**config.mk**
```make
export PLATFORM = sky130hd
export DESIGN_NAME = mpbw_regfile
export DESIGN_NICKNAME = d
export VERILOG_FILES = /design/src/rtl/mpbw_pkg.sv /design/src/rtl/mpbw_bank.sv /design/src/rtl/mpbw_decode.sv /design/src/rtl/mpbw_rdmux.sv /design/src/rtl/mpbw_regfile.sv
export SDC_FILE = /design/constraint.sdc
export NUM_CORES = 2
export LEC_CHECK = 0
export BUFFER_PORTS_ARGS = -buffer_cell sky130_fd_sc_hd__buf_2
export CORE_ASPECT_RATIO = 0.8
export CORE_MARGIN = 2
export CORE_UTILIZATION = 45
export CTS_CLUSTER_DIAMETER = 80
export DETAILED_ROUTE_END_ITERATION = 16
export PLACE_DENSITY = 0.68
export SYNTH_ARGS = -nofsm -noshare
export SYNTH_HDL_FRONTEND = slang
export SYNTH_HIERARCHICAL = 1
export SYNTH_SLANG_ARGS = --single-unit
```
**constraint.sdc**
```tcl
create_clock -name clk -period 5.6 [get_ports clk]
set_input_delay 1.12 -clock clk [delete_from_list [all_inputs] [get_ports clk]]
set_output_delay 1.12 -clock clk [all_outputs]
set_load 0.005 [all_outputs]
```
**src/rtl/mpbw_pkg.sv**
```systemverilog
package mpbw_pkg;

  localparam int unsigned REGION_W   = 3;
  localparam logic [REGION_W-1:0] GLB_REGION = 3'd4;
  localparam logic [REGION_W-1:0] TST_REGION = 3'd5;

  // Clamp the strap count into 1..maxp
  function automatic logic [2:0] clamp_ports(input logic [2:0] s, input int unsigned maxp);
    logic [2:0] r;
    if (s == 3'd0)                r = 3'd1;
    else if (int'(s) > int'(maxp)) r = 3'(maxp);
    else                          r = s;
    return r;
  endfunction

  // True when region code names port p
  function automatic logic is_port_region(input logic [REGION_W-1:0] r, input int unsigned p);
    return r == REGION_W'(p);
  endfunction

endpackage

```
**src/rtl/mpbw_bank.sv**
```systemverilog
module mpbw_bank #(
  parameter int unsigned DW    = 16,
  parameter int unsigned OFF_W = 4
) (
  input  logic             clk,
  input  logic             rst_n,
  input  logic             we,
  input  logic [OFF_W-1:0] waddr,
  input  logic [DW-1:0]    wdata,
  input  logic [OFF_W-1:0] raddr,
  output logic [DW-1:0]    rdata
);
  localparam int unsigned DEPTH = 1 << OFF_W;

  logic [DW-1:0] mem [DEPTH];

  always_ff @(posedge clk or negedge rst_n) begin
    if (!rst_n) begin
      for (int i = 0; i < DEPTH; i++) mem[i] <= '0;
    end else if (we) begin
      mem[waddr] <= wdata;
    end
  end

  assign rdata = mem[raddr];
endmodule

```
**src/rtl/mpbw_decode.sv**
```systemverilog
module mpbw_decode
  import mpbw_pkg::*;
#(
  parameter int unsigned NP     = 4,
  parameter int unsigned OFF_W  = 4,
  parameter int unsigned ADDR_W = REGION_W + OFF_W
) (
  input  logic              wr_en,
  input  logic [ADDR_W-1:0] addr,
  input  logic              bcast,
  input  logic [NP-1:0]     vmask,
  output logic [NP-1:0]     port_we,
  output logic              glb_we,
  output logic              tst_we,
  output logic              ctrl_we
);
  logic [REGION_W-1:0] region;
  logic [OFF_W-1:0]    off;
  logic                tgt_present;

  assign region = addr[ADDR_W-1:OFF_W];
  assign off    = addr[OFF_W-1:0];

  always_comb begin
    tgt_present = 1'b0;
    for (int p = 0; p < NP; p++) begin
      if (is_port_region(region, p) && vmask[p]) tgt_present = 1'b1;
    end
  end

  for (genvar p = 0; p < NP; p++) begin : g_we
    if (p == 0) begin : g_first
      // port 0 is always populated
      assign port_we[p] = wr_en && tgt_present && (bcast || is_port_region(region, p));
    end else begin : g_rest
      assign port_we[p] = wr_en && tgt_present && vmask[p] &&
                          (bcast || is_port_region(region, p));
    end
  end

  assign glb_we  = wr_en && (region == GLB_REGION);
  assign tst_we  = wr_en && (region == TST_REGION);
  assign ctrl_we = glb_we && (off == '0);
endmodule

```
**src/rtl/mpbw_rdmux.sv**
```systemverilog
module mpbw_rdmux
  import mpbw_pkg::*;
#(
  parameter int unsigned NP = 4,
  parameter int unsigned DW = 16
) (
  input  logic                   clk,
  input  logic                   rst_n,
  input  logic                   rd_en,
  input  logic [REGION_W-1:0]    region,
  input  logic                   off_zero,
  input  logic                   bcast,
  input  logic [NP-1:0]          vmask,
  input  logic [NP-1:0][DW-1:0]  port_rdata,
  input  logic [DW-1:0]          glb_rdata,
  input  logic [DW-1:0]          tst_rdata,
  output logic [DW-1:0]          rdata,
  output logic                   rd_valid,
  output logic                   rd_invalid
);
  logic [DW-1:0] nxt_d;
  logic          nxt_inv;

  always_comb begin
    nxt_d   = '0;
    nxt_inv = 1'b1;
    for (int p = 0; p < NP; p++) begin
      if (is_port_region(region, p) && vmask[p] && !bcast) begin
        nxt_d   = port_rdata[p];
        nxt_inv = 1'b0;
      end
    end
    if (region == GLB_REGION) begin
      nxt_inv = 1'b0;
      nxt_d   = off_zero ? {{(DW-1){1'b0}}, bcast} : glb_rdata;
    end
    if (region == TST_REGION) begin
      nxt_inv = 1'b0;
      nxt_d   = tst_rdata;
    end
  end

  always_ff @(posedge clk or negedge rst_n) begin
    if (!rst_n) begin
      rdata      <= '0;
      rd_valid   <= 1'b0;
      rd_invalid <= 1'b0;
    end else begin
      rd_valid   <= rd_en;
      rdata      <= rd_en ? nxt_d : '0;
      rd_invalid <= rd_en && nxt_inv;
    end
  end
endmodule

```
**src/rtl/mpbw_regfile.sv**
```systemverilog
module mpbw_regfile
  import mpbw_pkg::*;
#(
  parameter int unsigned NUM_PORTS = 4,
  parameter int unsigned DATA_W    = 16,
  parameter int unsigned OFF_W     = 4,
  parameter int unsigned ADDR_W    = REGION_W + OFF_W
) (
  input  logic              clk,
  input  logic              rst_n,
  input  logic [2:0]        strap_ports,
  input  logic              wr_en,
  input  logic              rd_en,
  input  logic [ADDR_W-1:0] addr,
  input  logic [DATA_W-1:0] wdata,
  output logic [DATA_W-1:0] rdata,
  output logic              rd_valid,
  output logic              rd_invalid,
  output logic              bcast_on
);
  logic [2:0]                        cnt_q;
  logic [NUM_PORTS-1:0]              vmask;
  logic                              bcast_q;
  logic [NUM_PORTS-1:0]              port_we;
  logic                              glb_we;
  logic                              tst_we;
  logic                              ctrl_we;
  logic [OFF_W-1:0]                  off;
  logic [NUM_PORTS-1:0][DATA_W-1:0]  port_rdata;
  logic [DATA_W-1:0]                 glb_rdata;
  logic [DATA_W-1:0]                 tst_rdata;

  assign off = addr[OFF_W-1:0];

  // Strap capture: loads every cycle while reset is held
  always_ff @(posedge clk) begin
    if (!rst_n) cnt_q <= clamp_ports(strap_ports, NUM_PORTS);
  end

  for (genvar p = 0; p < NUM_PORTS; p++) begin : g_mask
    assign vmask[p] = cnt_q > 3'(p);
  end

  always_ff @(posedge clk or negedge rst_n) begin
    if (!rst_n)       bcast_q <= 1'b0;
    else if (ctrl_we) bcast_q <= wdata[0];
  end
  assign bcast_on = bcast_q;

  mpbw_decode #(.NP(NUM_PORTS), .OFF_W(OFF_W), .ADDR_W(ADDR_W)) dec_i (
    .wr_en  (wr_en),
    .addr   (addr),
    .bcast  (bcast_q),
    .vmask  (vmask),
    .port_we(port_we),
    .glb_we (glb_we),
    .tst_we (tst_we),
    .ctrl_we(ctrl_we)
  );

  for (genvar p = 0; p < NUM_PORTS; p++) begin : g_port
    mpbw_bank #(.DW(DATA_W), .OFF_W(OFF_W)) bank_i (
      .clk  (clk),
      .rst_n(rst_n),
      .we   (port_we[p]),
      .waddr(off),
      .wdata(wdata),
      .raddr(off),
      .rdata(port_rdata[p])
    );
  end

  mpbw_bank #(.DW(DATA_W), .OFF_W(OFF_W)) glb_bank_i (
    .clk  (clk),
    .rst_n(rst_n),
    .we   (glb_we),
    .waddr(off),
    .wdata(wdata),
    .raddr(off),
    .rdata(glb_rdata)
  );

  mpbw_bank #(.DW(DATA_W), .OFF_W(OFF_W)) tst_bank_i (
    .clk  (clk),
    .rst_n(rst_n),
    .we   (tst_we),
    .waddr(off),
    .wdata(wdata),
    .raddr(off),
    .rdata(tst_rdata)
  );

  mpbw_rdmux #(.NP(NUM_PORTS), .DW(DATA_W)) rdm_i (
    .clk       (clk),
    .rst_n     (rst_n),
    .rd_en     (rd_en),
    .region    (addr[ADDR_W-1:OFF_W]),
    .off_zero  (off == '0),
    .bcast     (bcast_q),
    .vmask     (vmask),
    .port_rdata(port_rdata),
    .glb_rdata (glb_rdata),
    .tst_rdata (tst_rdata),
    .rdata     (rdata),
    .rd_valid  (rd_valid),
    .rd_invalid(rd_invalid)
  );
endmodule

```
# Yosys cells after proc, flatten, opt, wreduce, memory -nomap -nowiden
# Index checks and enable logic that the tools add are counted.
[word_totals] ff_bits=1558 output_inout_bits=19 inputBits=30 wordCells=190
[op_classes] reduce_logical=30 eq_ne=5 n_mux=45 magnitude_cmp=7 bitwise=1
[op_table] cell="$bwmux W256" n=6
[op_table] cell="$bmux W16 S4" n=6
[op_table] cell="$mux W16" n=21
[op_table] cell="$demux W16 S4" n=1
[op_table] cell="$logic_and A1 B1 Y1" n=21
[op_table] cell="$mux W1" n=10
[op_table] cell="$eq A3 B2 Y1 const B" n=2
[op_table] cell="$eq A3 B3 Y1 const B" n=2
[op_table] cell="$gt A3 B1 Y1 const B" n=2
[op_table] cell="$gt A3 B2 Y1 const B" n=2
[op_table] cell="$logic_not A3 Y1" n=2
[op_table] cell="$ge A5 B5 Y1 const B" n=1
[op_table] cell="$lt A5 B1 Y1 const B" n=1
[op_table] cell="$not A4 Y5" n=1
[op_table] cell="$logic_not A4 Y1" n=1
[op_table] cell="$logic_or A1 B1 Y1" n=4
[op_table] cell="$eq A3 B1 Y1 const B" n=1
[op_table] cell="$gt A3 B3 Y1 const B" n=1
[op_table] cell="$mux W3" n=1
[op_table] cell="$reduce_or A2 Y1" n=1
[op_table] cell="$logic_not A1 Y1" n=1

# Longest topological paths before layout
[depth] depth_word=11 mapped_depth=9 mapped_depth_nobuf=7

# Modules after synthesis
# The synthesis kept the hierarchy.
[modules_own_cells] module="mpbw_bank" cells_per_inst=712 instances=6 area_each_um2=11607.4 seq_area_each_um2=6406.1
[modules_own_cells] module="mpbw_rdmux" cells_per_inst=198 instances=1 area_each_um2=1526.5 seq_area_each_um2=450.4
[modules_own_cells] module="mpbw_regfile" cells_per_inst=20 instances=1 area_each_um2=221.5 seq_area_each_um2=115.1
[modules_own_cells] module="mpbw_decode" cells_per_inst=22 instances=1 area_each_um2=151.4 seq_area_each_um2=0.0

# Least setup slack after synthesis
# No wires, ideal clock.
[synth_path] path_type="in2reg" start="input addr[0]" end="register rdm_i.rdata[0]" arrival_time_ns=3.064 stages=9 t_required_ns=5.470 setup_ns=0.130 setup_slack_ns=2.407 path_buffers=2 path_cell_list="buf_2 buf_2 mux4_2 a22oi_1 nand2_1 mux2_2 mux2_2 o21ai_0 a21oi_1"
[synth_between] elab_cells_between_ends=28 classes_between="mux (26); bitwise (1); reduce/logical (1)"
[synth_rtl] item="start, declared" line="mpbw_regfile.sv:14" rtl="input logic [ADDR_W-1:0] addr,"
[synth_rtl] item="$not A4 Y5 (implied by the code)" line="mpbw_bank.sv:25" rtl="assign rdata = mem[raddr];"
[synth_rtl] item="$bmux W16 S4" line="mpbw_bank.sv:25"
[synth_rtl] item="$mux W16 (implied by the code) (2 in a row)" line="mpbw_bank.sv:25"
[synth_rtl] item="via glb_rdata[0]" line="mpbw_regfile.sv:30" rtl="logic [DATA_W-1:0] glb_rdata;"
[synth_rtl] item="$mux W16" line="mpbw_rdmux.sv:35" rtl="nxt_d = off_zero ? {{(DW-1){1'b0}}, bcast} : glb_rdata;"
[synth_rtl] item="$mux W16" line="mpbw_rdmux.sv:33" rtl="if (region == GLB_REGION) begin"
[synth_rtl] item="$mux W16" line="mpbw_rdmux.sv:37" rtl="if (region == TST_REGION) begin"
[synth_rtl] item="$mux W16" line="mpbw_rdmux.sv:50" rtl="rdata <= rd_en ? nxt_d : '0;"
[synth_rtl] item="end signal, assigned" line="mpbw_rdmux.sv:50"
[synth_rtl] item="end, declared" line="mpbw_rdmux.sv:17" rtl="output logic [DW-1:0] rdata,"
# The timed path passes the listed nets, and every way through them passes these cells. The select of a mux whose other input is x is not followed.
# A chain may end at the register's enable or synchronous reset.

# Final worst setup path
[layout_path] start="input addr[0]" end="register rdm_i.rdata[8]"
[layout_between] elab_chain_len=11 elab_cells_between_ends=28 classes_between="mux (26); bitwise (1); reduce/logical (1)"
[layout_lines] item="$not A4 Y5 (implied by the code)" line="mpbw_bank.sv:25"
[layout_lines] item="$bmux W16 S4" line="mpbw_bank.sv:25"
[layout_lines] item="$mux W16 (implied by the code) (2 in a row)" line="mpbw_bank.sv:25"
[layout_lines] item="$mux W16 (4 in a row)" line="mpbw_rdmux.sv:28" rtl="if (is_port_region(region, p) && vmask[p] && !bcast) begin"
[layout_lines] item="$mux W16" line="mpbw_rdmux.sv:33"
[layout_lines] item="$mux W16 *" line="mpbw_rdmux.sv:37"
[layout_lines] item="$mux W16 *" line="mpbw_rdmux.sv:50"
# Every way passes the cells marked *; elsewhere a longest branch is shown, timed or not. The select of a mux whose other input is x is not followed.

==> impl_results.md <==
- Place WS: between 1 and 1.5 ns
- Req. time, crit path: 6.30 ns
- Clock power frac: 43.3%
- # clock sinks: ~1600
- Die X: approximately 450 um
- Syn_area_per_cell: 15.9 sq um
- Overall Global Routing Usage: 22.9%
- Commonest cells in the netlist: 1555 x dfrtp_1, 1480 x mux2_2, 384 x mux4_2, 193 x a22oi_1, 175 x clkbuf_1
- Synth warnings: 6
- Reg2Reg Setup Slack: about 2.0 ns
- GR Overflow Total: 0
- Sw Share: a little under a quarter
- Seq pwr share: between 40% and 50%
- Crit path max fanout: 53
- R2R depth: 7
- Crit path largest cell delay: 1.07 ns
- Measured slew at the worst slew-check pin: approximately 1.3 ns
- Cells after synthesis: approximately 4500
- FF-to-FF Start: cnt_q[2]
- Cell Chain, Critical Path: buf_8 > buf_12 > buf_4 > nor4_1 > nor2_1 > a221o_1 > nand2_1 > a21oi_1
- Highest clock rate: about 270 MHz
- Reg2reg end: g_port[3].bank_i/mem[11]
- Drt wl/cell: approximately 27 um
- Yosys cell types: 55
- Post-Syn Area: 71500 sq um
- Die area: ~160000 sq um
- Status: complete, no violations
- Initial antenna violation count: 7
- Post-synth EDFFs: 3
- # IOs: between 40 and 50
- Max_slew headroom: between 10 and 15%
- Comb power frac: approximately 8.5%
- Clock Latency Late Sink: ~0.80 ns
- Worst-path clk slew: 0.06 ns
- Synth area leader: dfrtp_1
- Floorplan row count: 130
- Crit path buffers/inverters: 3
- Slowest-stage cell, CP: nor2_1
- GPL Wtd Cong: 0.894
- Nets: ~4500
- Setup Fix Bufs, Post-CTS: 0
- Arrival @ worst endpoint: 4.44 ns
- Detailed Route WL: 184 mm
- Cell Int Power: between 15000 and 20000 uW
- First-pass GRT wire length: around 280 mm
- CP Launch Type: primary input
- Tmin final: roughly 3.7 ns
- Crit end category: flop
- Delay-heaviest family, CP: simple AND/OR/NAND/NOR gates
- Core box area: around 160000 sq um
- PortBufs: 48
- Layout overhead on the synthesized area: 11.0%
- Final core occ: approximately 50%
- Final hold vios: 0
- Ys flop type: dfrtp_1
- 1st-pass router iterations: 5
- Clock Skews: ~0.029 ns
- FILL cells: approximately 13000
- Cts hold-fix bufs: 0
- Worst setup path category: primary input to flop
- Final setup viols: 0
- Worst min path class: primary input to asynchronous set/reset pin
- Async set-reset flop share out of synthesis: between 90 and 100%
- Post-Place Cell Area: 74100 sq um
- Post-route ant nets: 0
- Die H: between 300 and 400 um
- Total of max-cap violations: 0
- First DRT Iteration DRCs: about 3400
- Psw: 5950 uW
- Peak supply drop: 328 uV
- Finished Cell Area: slightly below 80000 sq um
- Leak: 0.0377 uW
- Via count: 40700
- H-tree levels: 4
- Number of buffers on the longest clock path: 3
- Yosys reg bits: around 1600
- CTS tree: yes
- Seq/Total Area, Yosys: between 50% and 60%
- Syn Nets: 4544
- Worst setup margin: about 1.9 ns
- Share of cells above drive strength 1: 53.8%
- Final period utilization: 66.8%
- Synth top area share: a little over half
- Resize count post-CTS: 0
- Pin count of the biggest net entering global routing: around 150
- Fin Setup TNS: 0 ns
- Most frequent cell after synthesis: dfrtp_1
- Root Driver: clkbuf_16
- RSZ-0062 raised after global routing: no
- P per Cell Area: about 320 nW/um^2
- Synth area leaders: dfrtp_1 54%, mux2_2 23%, mux4_2 12%
- DRC viols: 0
- Starting Density: a little under half
- Total CTS buffers: 153
- DP Wirelength: between 100 and 150 mm
- Total chip power: ~25000 uW
- Vias in the first global route: 42000
- Slew Limit Fails: 0
- Via/cell ratio: between 6 and 7
==> metrics by stage <==
step                std cells  hold slack (ns)
global route             6751            0.318
detailed placement       6467            0.487
global placement         6467            0.481
CTS                      6750            0.309
floorplan                4512            0.474
finish                   6752            0.236
==> logic make-up after synthesis <==
group	synth area share [%]
flip-flops	54.5
AND/OR/NAND/NOR	3.26
AO/OA/AOI/OAI	2.74
buffers and inverters	2.78
adder cells (fa/ha/maj)	0.0350
multiplexers	36.7
==> how the worst max path moves through the flow <==
stage | startpoint | endpoint | slack (ns) | cells after the start
2_1_floorplan | addr[0] | rdm_i/rdata[0] | 2.41 | 9
3_3_place_gp | addr[0] | rdm_i/rdata[8] | 1.09 | 8
3_5_place_dp | addr[0] | rdm_i/rdata[9] | 1.13 | 10
4_1_cts | addr[0] | rdm_i/rdata[9] | 1.98 | 8
5_1_grt | addr[0] | rdm_i/rdata[9] | 1.80 | 10
6_report | addr[0] | rdm_i/rdata[8] | 1.86 | 8
==> layout by cell type (no fill, tap or decap), types with 34 or more instances in the layout <==
cell          n
buf_4       168
mux2_2     1480
a22oi_1     193
clkbuf_16   161
nor3_2       36
mux4_2      384
nand2_1     137
dfrtp_1    1555
mux2_4       61
clkbuf_1     44
clkbuf_8     34
==> layer usage <==
metal  share of wire (%)  GRT usage, %  vias up  routed length (um)
met4                 3.1          8.03        0                5750
met3                 6.6          4.59      270               12100
met5                   0             0        -                   0
met1                  47          34.5    22300               85600
li1                    -             -    16900                   -
met2                  44          32.8     1207               80400
==> layout make-up <==
cell class	count	area [sq um]	area share [%]
timing repair buffer	219	1850	2.33
clock inverter	44	693	0.872
sequential	1558	39000	49.1
inverter	5	18.8	0.0236
clock buffer	239	4660	5.87
tap	2112	2640	3.33
multi-input combinational	2573	30600	38.5
antenna	2	5.00	0.00630
==> state kept, by name, indices dropped and copies added (netlist names) <==
register,flops
g_port.bank_i/mem,1024
glb_bank_i/mem,256
tst_bank_i/mem,256
rdm_i/rdata,16
cnt_q,3
bcast_on,1
rdm_i/rd_invalid,1
rdm_i/rd_valid,1
==> power by group through the flow <==
stage / sequential [uW] / combinational, uW / clock [uW]
2_1_floorplan: 12300 / 1360 / 0
3_3_place_gp: 12400 / 2130 / 0
3_5_place_dp: 12400 / 2180 / 0
4_1_cts: 12200 / 2180 / 11200
5_1_grt: 12300 / 2330 / 11700
6_report: 12200 / 2170 / 11000
==> worst register-to-register path: stages, from the launching register on <==
cell,delay (ns)
edfxtp_1,0.48
or2_2,0.34
mux2_4,0.22
a32oi_2,0.14
nor3b_2,0.78
nand3_1,0.27
nor2_2,0.83
mux2_2,0.44
Note: power is estimated with default switching activity, not from simulation.
